File: src/rtl/ide_bm_pkg.sv
package ide_bm_pkg;
    typedef enum logic [1:0] {
        ARB_IDLE = 2'd0,
        ARB_P0   = 2'd1,
        ARB_P1   = 2'd2
    } arb_state_e;

    typedef enum logic [1:0] {
        B_IDLE = 2'd0,
        B_REQ  = 2'd1,
        B_DATA = 2'd2
    } bst_state_e;
endpackage

File: src/rtl/bm_fifo.sv
module bm_fifo #(
    parameter int DW    = 32,
    parameter int DEPTH = 16
) (
    input  logic                         clk,
    input  logic                         rst_n,
    input  logic                         push,
    input  logic [DW-1:0]                wdata,
    input  logic                         pop,
    output logic [DW-1:0]                rdata,
    output logic [$clog2(DEPTH+1)-1:0]   level,
    output logic                         full,
    output logic                         empty
);
    localparam int AW = $clog2(DEPTH);
    localparam int CW = $clog2(DEPTH+1);

    logic [DW-1:0] store [DEPTH];
    logic [AW-1:0] wp, rp;
    logic [CW-1:0] cnt_nx;

    always_comb begin
        cnt_nx = level;
        if (push && !pop)      cnt_nx = level + CW'(1);
        else if (pop && !push) cnt_nx = level - CW'(1);
    end

    always_ff @(posedge clk or negedge rst_n) begin
        if (!rst_n) begin
            wp    <= '0;
            rp    <= '0;
            level <= '0;
            full  <= 1'b0;
            empty <= 1'b1;
        end else begin
            if (push) wp <= (wp == AW'(DEPTH-1)) ? '0 : wp + AW'(1);
            if (pop)  rp <= (rp == AW'(DEPTH-1)) ? '0 : rp + AW'(1);
            level <= cnt_nx;
            full  <= (cnt_nx == CW'(DEPTH));
            empty <= (cnt_nx == '0);
        end
    end

    always_ff @(posedge clk) begin
        if (push) store[wp] <= wdata;
    end

    assign rdata = store[rp];

    p_no_overflow_r1: assert property (@(posedge clk) disable iff (!rst_n)
        full |-> !push || pop);
    p_no_underflow_r1: assert property (@(posedge clk) disable iff (!rst_n)
        empty |-> !pop);
endmodule

File: src/rtl/bm_arbiter.sv
module bm_arbiter
    import ide_bm_pkg::*;
#(
    parameter int BURST = 8
) (
    input  logic       clk,
    input  logic       rst_n,
    input  logic [1:0] req,
    input  logic       stb,
    input  logic       can_sw,
    output logic       gnt_vld,
    output logic       gnt,
    output logic       xfer_ok
);
    localparam int BCW = $clog2(BURST);

    arb_state_e st, st_nx;
    logic           last;
    logic [BCW-1:0] wcnt;
    logic           bdone;
    logic           own_req, oth_req;

    always_comb begin
        st_nx = st;
        unique case (st)
            ARB_IDLE: begin
                if (req == 2'b11)  st_nx = last ? ARB_P0 : ARB_P1;  // GRANT
                else if (req[0])   st_nx = ARB_P0;
                else if (req[1])   st_nx = ARB_P1;
            end
            ARB_P0: if (can_sw && (!req[0] || (bdone && req[1])))
                        st_nx = req[1] ? ARB_P1 : ARB_IDLE;          // SWITCH / RELEASE
            ARB_P1: if (can_sw && (!req[1] || (bdone && req[0])))
                        st_nx = req[0] ? ARB_P0 : ARB_IDLE;
            default: st_nx = ARB_IDLE;
        endcase
    end

    always_ff @(posedge clk or negedge rst_n) begin
        if (!rst_n) begin
            st    <= ARB_IDLE;
            last  <= 1'b1;
            wcnt  <= '0;
            bdone <= 1'b0;
        end else begin
            st <= st_nx;
            if (st_nx == ARB_P0 && st != ARB_P0) last <= 1'b0;
            if (st_nx == ARB_P1 && st != ARB_P1) last <= 1'b1;
            if (st_nx != st) begin
                wcnt  <= '0;
                bdone <= 1'b0;
            end else if (stb) begin
                if (wcnt == BCW'(BURST-1)) begin
                    wcnt  <= '0;
                    bdone <= 1'b1;
                end else begin
                    wcnt  <= wcnt + BCW'(1);
                    bdone <= 1'b0;
                end
            end
        end
    end

    always_comb begin
        gnt_vld = (st != ARB_IDLE);
        gnt     = (st == ARB_P1);
        own_req = req[gnt];
        oth_req = req[!gnt];
        xfer_ok = gnt_vld && own_req && !(bdone && oth_req);
    end

    p_switch_when_drained_r7: assert property (@(posedge clk) disable iff (!rst_n)
        (gnt_vld && $past(gnt_vld) && (gnt != $past(gnt))) |-> $past(can_sw));
endmodule

File: src/rtl/bm_burst.sv
module bm_burst
    import ide_bm_pkg::*;
#(
    parameter int DEPTH = 16,
    parameter int BURST = 8
) (
    input  logic                        clk,
    input  logic                        rst_n,
    input  logic                        gnt_vld,
    input  logic                        gnt_d2m,
    input  logic [$clog2(DEPTH+1)-1:0]  level,
    input  logic                        burst_ack,
    input  logic                        mem_beat,
    output logic                        burst_req,
    output logic                        burst_wr,
    output logic                        in_data,
    output logic                        idle
);
    localparam int LW  = $clog2(DEPTH+1);
    localparam int BCW = $clog2(BURST);

    bst_state_e     st, st_nx;
    logic [BCW-1:0] bcnt;
    logic           want_wr, want_rd;

    assign want_wr = gnt_vld && gnt_d2m && (level >= LW'(BURST));
    assign want_rd = gnt_vld && !gnt_d2m && (level <= LW'(DEPTH-BURST));

    always_comb begin
        st_nx = st;
        unique case (st)
            B_IDLE: if (want_wr || want_rd) st_nx = B_REQ;                         // START
            B_REQ:  if (burst_ack) st_nx = B_DATA;                                  // ACK
            B_DATA: if (mem_beat && bcnt == BCW'(BURST-1)) st_nx = B_IDLE;          // LAST
            default: st_nx = B_IDLE;
        endcase
    end

    always_ff @(posedge clk or negedge rst_n) begin
        if (!rst_n) begin
            st       <= B_IDLE;
            bcnt     <= '0;
            burst_wr <= 1'b0;
        end else begin
            st <= st_nx;
            if (st == B_IDLE && st_nx == B_REQ) burst_wr <= want_wr;
            if (st != B_DATA)    bcnt <= '0;
            else if (mem_beat)   bcnt <= bcnt + BCW'(1);
        end
    end

    always_comb begin
        burst_req = (st == B_REQ);
        in_data   = (st == B_DATA);
        idle      = (st == B_IDLE);
    end

    p_wr_burst_level_r5: assert property (@(posedge clk) disable iff (!rst_n)
        ($rose(burst_req) && burst_wr) |-> (level >= LW'(BURST)));
    p_rd_burst_space_r6: assert property (@(posedge clk) disable iff (!rst_n)
        ($rose(burst_req) && !burst_wr) |-> (level <= LW'(DEPTH-BURST)));
endmodule

File: src/rtl/ide_bm_fifo_engine.sv
module ide_bm_fifo_engine #(
    parameter int DW    = 32,
    parameter int DEPTH = 16,
    parameter int BURST = 8
) (
    input  logic                        clk,
    input  logic                        rst_n,
    input  logic [1:0]                  bm_en,
    input  logic [1:0]                  xfer_d2m,
    input  logic [1:0]                  dev_dreq,
    input  logic [1:0]                  pio_cs_n,
    input  logic [DW-1:0]               dev_rdata,
    output logic [DW-1:0]               dev_wdata,
    output logic [1:0]                  dior_n,
    output logic [1:0]                  diow_n,
    output logic [1:0]                  cs_n,
    input  logic [1:0]                  dev_irq,
    output logic [1:0]                  host_irq,
    output logic                        burst_req,
    output logic                        burst_wr,
    input  logic                        burst_ack,
    input  logic                        mem_beat,
    input  logic [DW-1:0]               mem_rdata,
    output logic [DW-1:0]               mem_wdata,
    output logic [$clog2(DEPTH+1)-1:0]  fifo_level,
    output logic                        fifo_full,
    output logic                        fifo_empty
);
    logic [1:0]    req;
    logic          gnt_vld, gnt, xfer_ok, gdir;
    logic          rd_stb, wr_stb;
    logic          bst_data, bst_idle, can_sw;
    logic          push, pop;
    logic [DW-1:0] fifo_wd, fifo_rd;

    assign req    = bm_en & dev_dreq;
    assign gdir   = xfer_d2m[gnt];
    assign rd_stb = xfer_ok && gdir && !fifo_full;
    assign wr_stb = xfer_ok && !gdir && !fifo_empty;
    assign can_sw = fifo_empty && bst_idle;
    assign push   = rd_stb || (bst_data && mem_beat && !burst_wr);
    assign pop    = wr_stb || (bst_data && mem_beat && burst_wr);
    assign fifo_wd = rd_stb ? dev_rdata : mem_rdata;
    assign dev_wdata = fifo_rd;
    assign mem_wdata = fifo_rd;

    bm_arbiter #(.BURST(BURST)) u_arb (
        .clk(clk), .rst_n(rst_n), .req(req), .stb(rd_stb || wr_stb),
        .can_sw(can_sw), .gnt_vld(gnt_vld), .gnt(gnt), .xfer_ok(xfer_ok)
    );

    bm_burst #(.DEPTH(DEPTH), .BURST(BURST)) u_bst (
        .clk(clk), .rst_n(rst_n), .gnt_vld(gnt_vld), .gnt_d2m(gdir),
        .level(fifo_level), .burst_ack(burst_ack), .mem_beat(mem_beat),
        .burst_req(burst_req), .burst_wr(burst_wr), .in_data(bst_data), .idle(bst_idle)
    );

    bm_fifo #(.DW(DW), .DEPTH(DEPTH)) u_fifo (
        .clk(clk), .rst_n(rst_n), .push(push), .wdata(fifo_wd), .pop(pop),
        .rdata(fifo_rd), .level(fifo_level), .full(fifo_full), .empty(fifo_empty)
    );

    for (genvar p = 0; p < 2; p++) begin : g_port
        assign dior_n[p]   = !(rd_stb && (gnt == 1'(p)));
        assign diow_n[p]   = !(wr_stb && (gnt == 1'(p)));
        assign cs_n[p]     = bm_en[p] ? 1'b1 : pio_cs_n[p];
        assign host_irq[p] = dev_irq[p] && !(bm_en[p] && xfer_d2m[p] && !fifo_empty);

        p_rd_pause_r3: assert property (@(posedge clk) disable iff (!rst_n)
            !dior_n[p] |-> !fifo_full && bm_en[p] && xfer_d2m[p]);
        p_wr_pause_r4: assert property (@(posedge clk) disable iff (!rst_n)
            !diow_n[p] |-> !fifo_empty && bm_en[p] && !xfer_d2m[p]);
    end

    p_one_strobe_r9: assert property (@(posedge clk) disable iff (!rst_n)
        $countones({~dior_n, ~diow_n}) <= 1);
endmodule

File: config.mk
export PLATFORM = sky130hd
export DESIGN_NAME = ide_bm_fifo_engine
export DESIGN_NICKNAME = d
export VERILOG_FILES = /design/src/rtl/ide_bm_pkg.sv /design/src/rtl/bm_fifo.sv /design/src/rtl/bm_arbiter.sv /design/src/rtl/bm_burst.sv /design/src/rtl/ide_bm_fifo_engine.sv
export SDC_FILE = /design/constraint.sdc
export NUM_CORES = 1
export LEC_CHECK = 0
export BUFFER_PORTS_ARGS = -buffer_cell sky130_fd_sc_hd__buf_4
export CORE_MARGIN = 2
export CORE_UTILIZATION = 60
export CTS_CLUSTER_DIAMETER = 30
export DETAILED_ROUTE_END_ITERATION = 12
export PLACE_DENSITY = 0.79
export SETUP_SLACK_MARGIN = 0.5
export SYNTH_ARGS = -nofsm -noshare
export SYNTH_HDL_FRONTEND = slang
export SYNTH_HIERARCHICAL = 1
export SYNTH_SLANG_ARGS = --single-unit
File: constraint.sdc
create_clock -name clk -period 6.85 [get_ports clk]
set_input_delay 0 -clock clk [delete_from_list [all_inputs] [get_ports clk]]
set_output_delay 0 -clock clk [all_outputs]
set_load 0.01 [all_outputs]
* Word-level counts from Yosys, hierarchy flattened *
Memory sizes are Yosys's and may differ from the RTL's.
Cells that the tools add are included.

operators by class
  bitwise logic cells = 2
  muxes and demuxes = 38
  equality and inequality tests = 17
  $add $sub $neg = 6
  order comparisons = 4
  reduce and logical (&&, ||, !) cells = 64

operators by type and width
  kind                                                                                 number
  1-bit logical AND                                                                    35
  32-bit 2-to-1 mux                                                                    1
  2-bit 2-to-1 mux                                                                     10
  1-bit zero test                                                                      16
  1-bit 2-to-1 mux                                                                     16
  3-bit 2-to-1 mux                                                                     5
  2-bit case mux with 3 select lines                                                   2
  5-bit 2-to-1 mux                                                                     2
  4-bit by 1-bit adder with 4-bit output, second input constant                        2
  2-bit by 1-bit == test with 1-bit output, second input constant                      4
  2-bit == test, second input constant                                                 4
  4-bit == test, second input constant                                                 2
  4-bit 2-to-1 mux                                                                     2
  2-bit nonzero test                                                                   4
  3-bit by 1-bit adder with 3-bit output, second input constant                        2
  3-bit == test, second input constant                                                 2
  1-bit logical OR                                                                     6
  5-bit by 1-bit adder with 5-bit output, second input constant                        1
  5-bit == test, second input constant                                                 1
  5-bit by 4-bit greater-or-equal comparator with 1-bit output, second input constant  1
  5-bit by 4-bit <= comparator with 1-bit output, second input constant                1
  5-bit zero test                                                                      1
  5-bit by 1-bit subtractor with 5-bit output, second input constant                   1
  2-bit zero test                                                                      2
  other kinds (6)                                                                      8

storage, ports and cells
  memories = 1
  flip-flop bits (word level) = 28
  memory bits (writable) = 512
  bits of input ports = 78
  word-level logic and storage cells = 144
  output and inout port bits = 81

memories
  name          depth  bits a word  read ports  clocked after memory_dff  wr ports  RTL line       RTL
  u_fifo.store  16     32           1           0                         1         bm_fifo.sv:18  logic [DW-1:0] store [DEPTH];

* Logic depth before layout (Yosys ltp) *
Gate-level depths: netlist (run 1).

  depth in word-level cells = 15
  depth in mapped cells = 14
  mapped depth without buffers = 11

* Hierarchy *
Netlist (run 1), hierarchy kept.

modules (own cells, without submodules)
  module              sequential area each (µm²)  cells each  times used  area an instance (µm²)
  bm_fifo             15,751.4                    886         1           20,070.5
  ide_bm_fifo_engine  0.0                         93          1           923.4
  bm_arbiter          176.4                       51          1           475.5
  bm_burst            150.1                       31          1           329.1

* Worst setup path after synthesis (run 1) *
OpenSTA, ideal clock, no wires.

  path type = register -> register
  from = register u_arb.st[0]
  to = memory u_fifo.store[3][0], enable pin
  data required time = 6,389 ps
  clock period less this slack = 4,876 ps
  setup time = 461 ps
  stages on the path, launching flop included = 12
  path slack = 1,974 ps
  buffers on the path = 4
  arrival = 4,415 ps
  path through = dfrtp_1 -> clkbuf_1 -> nand2b_1 -> o21ai_0 -> nor2b_1 -> and2_4 -> buf_6 -> buf_8 -> o21bai_1 -> clkbuf_1 -> nand2_1 -> nor3_1

on the way
  longest elaborated chain between the ends = 11
  elaborated cells between the ends (all ways) = 17
  those cells by class = eq/ne: 1; mux: 8; reduce/logical: 8

RTL lines
  what                                                 RTL line                  RTL
  start, declared                                      bm_arbiter.sv:17          arb_state_e st, st_nx;
  start signal, assigned                               bm_arbiter.sv:46          st <= st_nx;
  2-bit == test                                        bm_arbiter.sv:66          gnt = (st == ARB_P1);
  1-bit 2-to-1 mux (implied by the code) (2 in a row)  bm_arbiter.sv:68          oth_req = req[!gnt];
  1-bit logical AND                                    bm_arbiter.sv:69          xfer_ok = gnt_vld && own_req && !(bdone && oth_req);
  1-bit zero test                                      bm_arbiter.sv:69
  1-bit logical AND *                                  bm_arbiter.sv:69
  via xfer_ok                                          ide_bm_fifo_engine.sv:30  logic gnt_vld, gnt, xfer_ok, gdir;
  1-bit logical AND * (2 in a row)                     ide_bm_fifo_engine.sv:38  assign rd_stb = xfer_ok && gdir && !fifo_full;
  1-bit logical OR *                                   ide_bm_fifo_engine.sv:41  assign push = rd_stb || (bst_data && mem_beat && !burst_wr);
  via push                                             ide_bm_fifo_engine.sv:33  logic push, pop;
  1-bit 2-to-1 mux *                                   bm_fifo.sv:45             if (push) store[wp] <= wdata;
  1-bit 2-to-1 mux (implied by the code) *             bm_fifo.sv:45
  end, declared                                        bm_fifo.sv:18

Mark *: on every way through the listed nets, which the timed path passes. The rest lies on a longest branch. The select of a mux whose other input is x is not followed.

* Worst setup path in the final report (run 1) *
  from = register u_arb.st[0]
  to = memory u_fifo.store[7][17], enable pin

Same word-level chain as after synthesis.

==> results of run 1 <==
worst max-delay path, delay by kind of cell (launching register included):
family,cells,cell delay (ns)
DFF,1,0.46
and+or+nand+nor,5,2.82
AOI/OAI and AO/OA,2,0.78
flip-flops by register name, indices dropped and copies added, names as in the netlist, 2 cells and up:
signal        flops
u_fifo/store    512
u_fifo/level      5
u_fifo/rp         4
u_fifo/wp         4
u_arb/wcnt        3
u_bst/bcnt        3
u_arb/st          2
u_bst/st          2
per-stage QoR:
stage	area, um^2	cells	setup slack (ns)	util [%]
floorplan	21800	1061	1.97	-
CTS	27000	1837	2.32	75.9
global route	27000	1837	1.99	75.9
finish	27000	1837	2.35	75.9
global placement	23200	1604	2.65	65.1
detailed placement	23200	1604	2.42	65.1
cell usage after synthesis (2+ instances only):
master    number  area [um^2]
edfxtp_1     512        15400
mux4_2       128         2880
a22oi_1       64          480
nand2_1       51          191
buf_4         34          255
clkbuf_1      33          124
mux2_4        29          435
nor2_1        27          101
dfrtp_1       26          651
ha_1          11          138
buf_6         10          113
inv_1         10         37.5
nand2b_1       9         56.3
nor2b_1        8         50.1
o21ai_0        7         35.0
buf_2          6         30.0
mux2_2         6         67.6
mux2i_1        6         60.1
nor3b_1        6         45.0
a21oi_1        5         25.0
and2_1         5         31.3
nand3_1        5         25.0
nand3b_1       5         37.5
nor3_1         5         25.0
xnor2_1        5         43.8
or2_2          4         25.0
a31oi_1        3         18.8
or2b_1         3         22.5
a21o_1         2         15.0
a31o_1         2         17.5
buf_12         2         40.0
dfstp_2        2         52.6
nor3b_2        2         25.0
o21bai_1       2         15.0
o22ai_1        2         12.5
xor2_1         2         17.5
layout by cell type (no fill, tap or decap), types with 6 or more instances in the layout:
master / count
a22oi_1: 64
buf_4: 169
bufinv_16: 14
clkbuf_16: 91
clkinv_4: 11
clkinvlp_4: 14
dfrtp_1: 24
dlygate4sd3_1: 69
edfxtp_1: 512
ha_1: 11
inv_1: 10
inv_6: 17
mux2_2: 6
mux2_4: 29
mux2i_1: 6
mux4_2: 128
nand2_1: 51
nand2b_1: 9
nor2_1: 13
nor2_4: 14
nor2b_1: 6
nor3b_1: 6
o21ai_0: 7
kinds of logic (layout without fill, tap and decap cells):
family	count (synthesis)	count (layout)	synth area share, %
flip-flops	540	540	73.8
multiplexers	169	169	15.8
AND/OR/NAND/NOR	137	137	3.21
AO/OA/AOI/OAI	98	98	3.39
buffers and inverters	98	413	2.85
adder cells (fa/ha/maj)	11	11	0.631
XOR/XNOR	8	8	0.356
metal layers:
metal | wire length (um) | vias to the layer above | part of all wire, % | track usage (%)
met5 | 0 | - | 0 | 0
met1 | 19300 | 6063 | 38 | 35.8
met2 | 26900 | 566 | 53 | 47.9
li1 | - | 4849 | - | -
met4 | 1510 | 0 | 3.0 | 11.0
met3 | 3010 | 109 | 5.9 | 4.36
layout make-up:
type                            count  area, um^2  share of cell area [%]
Clock buffer                       95        2290                    8.47
Clock inverter                     68         837                    3.09
Inverter                           11        41.3                   0.153
Multi-Input combinational cell    423        5240                    19.4
Sequential cell                   540       16100                    59.5
Tap cell                          461         577                    2.13
Timing Repair Buffer              239        1980                    7.32
power groups by stage:
stage                     Clock, mW  Combinational [mW]  Sequential [mW]
after global placement            0                3.11             4.18
after global routing           4.79                3.53             4.16
after detailed placement          0                3.16             4.19
after CTS                      4.63                3.30             4.14
after floorplan                   0                2.43             4.02
final                          4.61                3.31             4.13
final timing paths:
kind	startpoint	to	slack, ns	cells after the start
worst min-delay path	dev_rdata[31]	u_fifo/store[10][31]	-0.006	2
min in group asynchronous	rst_n	u_bst/st[1]	0.55	4
max in group asynchronous	rst_n	u_fifo/rp[1]	6.12	4
worst min register to register	u_arb/last	u_arb/last	0.53	2
worst max-delay path	u_arb/st[0]	u_fifo/store[7][17]	2.35	7
worst max register to register	u_arb/st[0]	u_fifo/store[7][17]	2.35	7
timing repair:
item                                    4_1_cts  5_1_grt
buffers inserted                              0        0
hold endpoints to repair                    530        0
endpoints found under the setup margin        0        0
hold buffers                                 70        0
==> results.ini, run 1 <==
[status]
status=finished, violations left
violations=negative hold slack

[clocking]
worstSkewPairLatency_ns=0.60
ctsResizeCount=0
cts_buffers=87
cts_max_path_buffers=3
ctsRootBufferMaster=clkbuf_16
cts-htree-levels=3
path_clk_slew_ns=0.06
cts_sinks=540
cts_tree=yes

[worst_setup_path]
required_ns=7.03
crit_path_end_kind=flip-flop
startpoint_type=flip-flop
slowest_delay_ns=1.17
crit_chain=nand2b_1 -> o21ai_0 -> nor2b_1 -> and2_4 -> o21bai_1 -> nand2_1 -> nor2_4
crit_path_top_delay_cell=nor2_4
arrival_ns=4.68
critPathKind=reg2reg
worstPathMaxFanout=34

[pwr]
p_sw_share_pct=29.8
peakVddDrop_mv=0.310
p_leak_nw=9.32
power_frac_seq_pct=34.3
clock_power_share_pct=38.3
power_frac_comb_pct=27.5
p_total_mw=12.1
powerDensity_nw_per_um2=446
p_sw_mw=3.59
internal_power_mw=8.47

[synth]
ys_ff_latch=540
seq_area_frac_synth_pct=73.8
yosys_warnings=6
netlist_area_um2=21800
ys_types=58
synth-edff-count=512
synth_ff_type=edfxtp_1
syn_nets=1150
syn_area_per_cell_um2=20.5
synthArstFlopShare_pct=5.19
synth_cells=1061

[global_route]
overflow=0
grt_antenna_before_repair=0
grt_first_pass_wirelength_mm=77.1
grt_start_max_net_pins=50
grt_pass1_vias=12400
track_usage_pct=27.7

[timing]
tns_ns=0
hold_viol=1
tightest_slew_ns=1.35
max_freq_ghz=0.222
slew_headroom_pct=10.1
min_period_ns=4.50
setup_viol=0
rsz0062_at_grt=false
slew_viol_final=0
finClkSkew_ns=0.0252
finalCritPeriodShare_pct=65.7
whs_ns=-0.00646

[cells_and_area]
fillCellCount=1861
nets=1391
n_antenna_cell=0
drive_above_1_share_pct=38.2
area.growth.synth_to_final_pct=24.1

[route]
drt_iter0_markers=1162
ant_nets=0
firstDrtPassIters=5
finalWirelength_mm=50.7
drc=0
vias=11600
drt-vias-per-instance=6.31
wire_per_inst_um=27.6

[floorplan]
placementRows=69
dieArea_um2=37900
start_util_pct=61.1
coreArea_um2=35700
die_y_um=195
die_w_um=195
ioPinCount=159

[placement]
numPortBuffers=158
dpl.hpwl_mm=24.0
gp_congestion=0.785

[job]
drv_cap=0

[min_path]
hold_path_class=in2reg

No activity file was read; power rests on OpenSTA's default activity.
==> run 2: changes to the inputs <==
- clock period: 6.85 -> 4.51 ns (I/O delays scaled with it)
==> run 2 against run 1 <==
Against the previous run: the flow now finishes without violations; wire length rose by 13%; hold slack gained 0.055 ns; clock skew fell by 0.0059 ns; non-clock buffer count increased by 20; cell area grew 0.82%; critical endpoint is now u_fifo/store[14][12]; largest cell class unchanged; highest routed layer is now met5.
==> results.ini, run 2 (synthesis results as in run 1) <==
[worst_setup_path]
cp_top_family=buffers and inverters
crit_path_end_kind=flip-flop
startpoint_type=flip-flop
arrival_ns=4.01
worstPathMaxFanout=33
slowest_delay_ns=1.14
crit_chain=a21bo_1 -> o21ai_0 -> nor2b_1 -> and2_4 -> buf_4 -> mux2_4 -> dlygate4sd3_1
critPathKind=reg2reg
required_ns=4.78
crit_path_top_delay_cell=dlygate4sd3_1
cp_num_buf_inv=2

[clocking]
cts-htree-levels=3
path_clk_slew_ns=0.05
cts_tree=yes
cts_setup_buffers=0
ctsResizeCount=0
ctsRootBufferMaster=clkbuf_16
cts_sinks=540
worstSkewPairLatency_ns=0.61
cts_buffers=88
cts_max_path_buffers=3

[cells_and_area]
final_cells=1860
fillCellCount=1813
final_cell_mix=edfxtp_1 (512), buf_4 (177), mux4_2 (128)
final_common_cell=edfxtp_1
drive_above_1_share_pct=39.2
area.growth.synth_to_final_pct=25.1
n_antenna_cell=0
multi_input_area_um2=5250
ff_latch_area_um2=16100
largest-register=u_fifo/store
largest_reg_flops=512
finalInstanceArea_um2=27300
reg_top3=u_fifo/store x512, u_fifo/level x5
post-route-util_pct=76.5
nets=1412

[global_route]
overflow=0
grt_first_pass_wirelength_mm=84.7
track_usage_pct=31.2
grt_antenna_before_repair=1
grt_start_max_net_pins=65
grt_pass1_vias=12700

[pwr]
p_leak_nw=9.42
peakVddDrop_mv=0.429
p_total_mw=18.5
powerDensity_nw_per_um2=680

[timing]
tns_ns=0
fin_ws_ns=0.765
hold_viol=0
finClkSkew_ns=0.0193
tightest_slew_ns=1.20
slew_headroom_pct=19.9
setup_viol=0
whs_ns=0.0488
slew_viol_final=0
finalCritPeriodShare_pct=83.0
max_freq_ghz=0.267
rsz0062_at_grt=false
min_period_ns=3.75

[min_path]
hold_path_class=in2reg

[floorplan]
start_util_pct=61.1
coreArea_um2=35700
placementRows=69
ioPinCount=159
die_y_um=195
dieArea_um2=37900
die_w_um=195

[route]
drc=0
drt-vias-per-instance=6.60
ant_nets=0
finalWirelength_mm=57.3
drt_iter0_markers=1705
wire_per_inst_um=30.8
firstDrtPassIters=5
vias=12300

[job]
drv_cap=0

[placement]
gp_congestion=0.796
placed_area_um2=23500
pre_cts_ws_ns=1.47
dpl.hpwl_mm=26.9
place_inst=1622
numPortBuffers=158

[status]
status=finished, final reports clean

==> run 2: changes by cell type in the layout (fill, tap and decap cells not counted), sizes merged <==
cell,previous run,this run
buf,170,188
clkinv,21,23
inv,30,37
dlygate4sd3,69,71
bufinv,14,7
clkbuf,95,96
==> run 2: worst min-delay path: cells and delay by family <==
| kind | cells | cell delay (ns) |
|---|---|---|
| simple gates | 4 | 0.53 |
| buf+inv | 1 | 0.10 |
==> run 2: final timing paths <==
kind,slack [ns],start,to,depth (start not counted)
min in group asynchronous,0.44,rst_n,u_bst/bcnt[1],4
min reg2reg,0.53,u_arb/last,u_arb/last,2
max in group asynchronous,3.89,rst_n,u_fifo/rp[1],4
max,0.76,u_arb/bdone,u_fifo/store[14][12],7
max reg2reg,0.76,u_arb/bdone,u_fifo/store[14][12],7
min,0.05,dev_dreq[1],u_arb/last,5
==> run 2: repair_timing <==
item,4_1_cts,5_1_grt
endpoints found under the hold margin,522,0
endpoints found under the setup margin,0,0
hold buffers,72,0
==> run 2: power by group <==
group          switching [mW]  internal [mW]  total (mW)  leakage (nW)
Clock                    2.68           4.21        6.89          1.46
Sequential              0.368           5.89        6.26          4.95
Combinational            2.89           2.49        5.39          3.02
==> run 2: area by class of cell <==
type,instances,area share (%)
clock buffers,96,8.42
clock inverters,70,2.77
inverters,11,0.151
multi-input cells,423,19.3
flip-flops and latches,540,59.0
well taps,461,2.12
repair buffers,259,8.29
==> run 2: routing by layer <==
metal | share of wire (%) | vias up | GRT usage (%)
li1 | - | 4899 | -
met1 | 36 | 6327 | 41.5
met2 | 50 | 889 | 51.9
met3 | 9.8 | 163 | 6.58
met4 | 3.5 | 2 | 10.7
met5 | 0.021 | - | 0
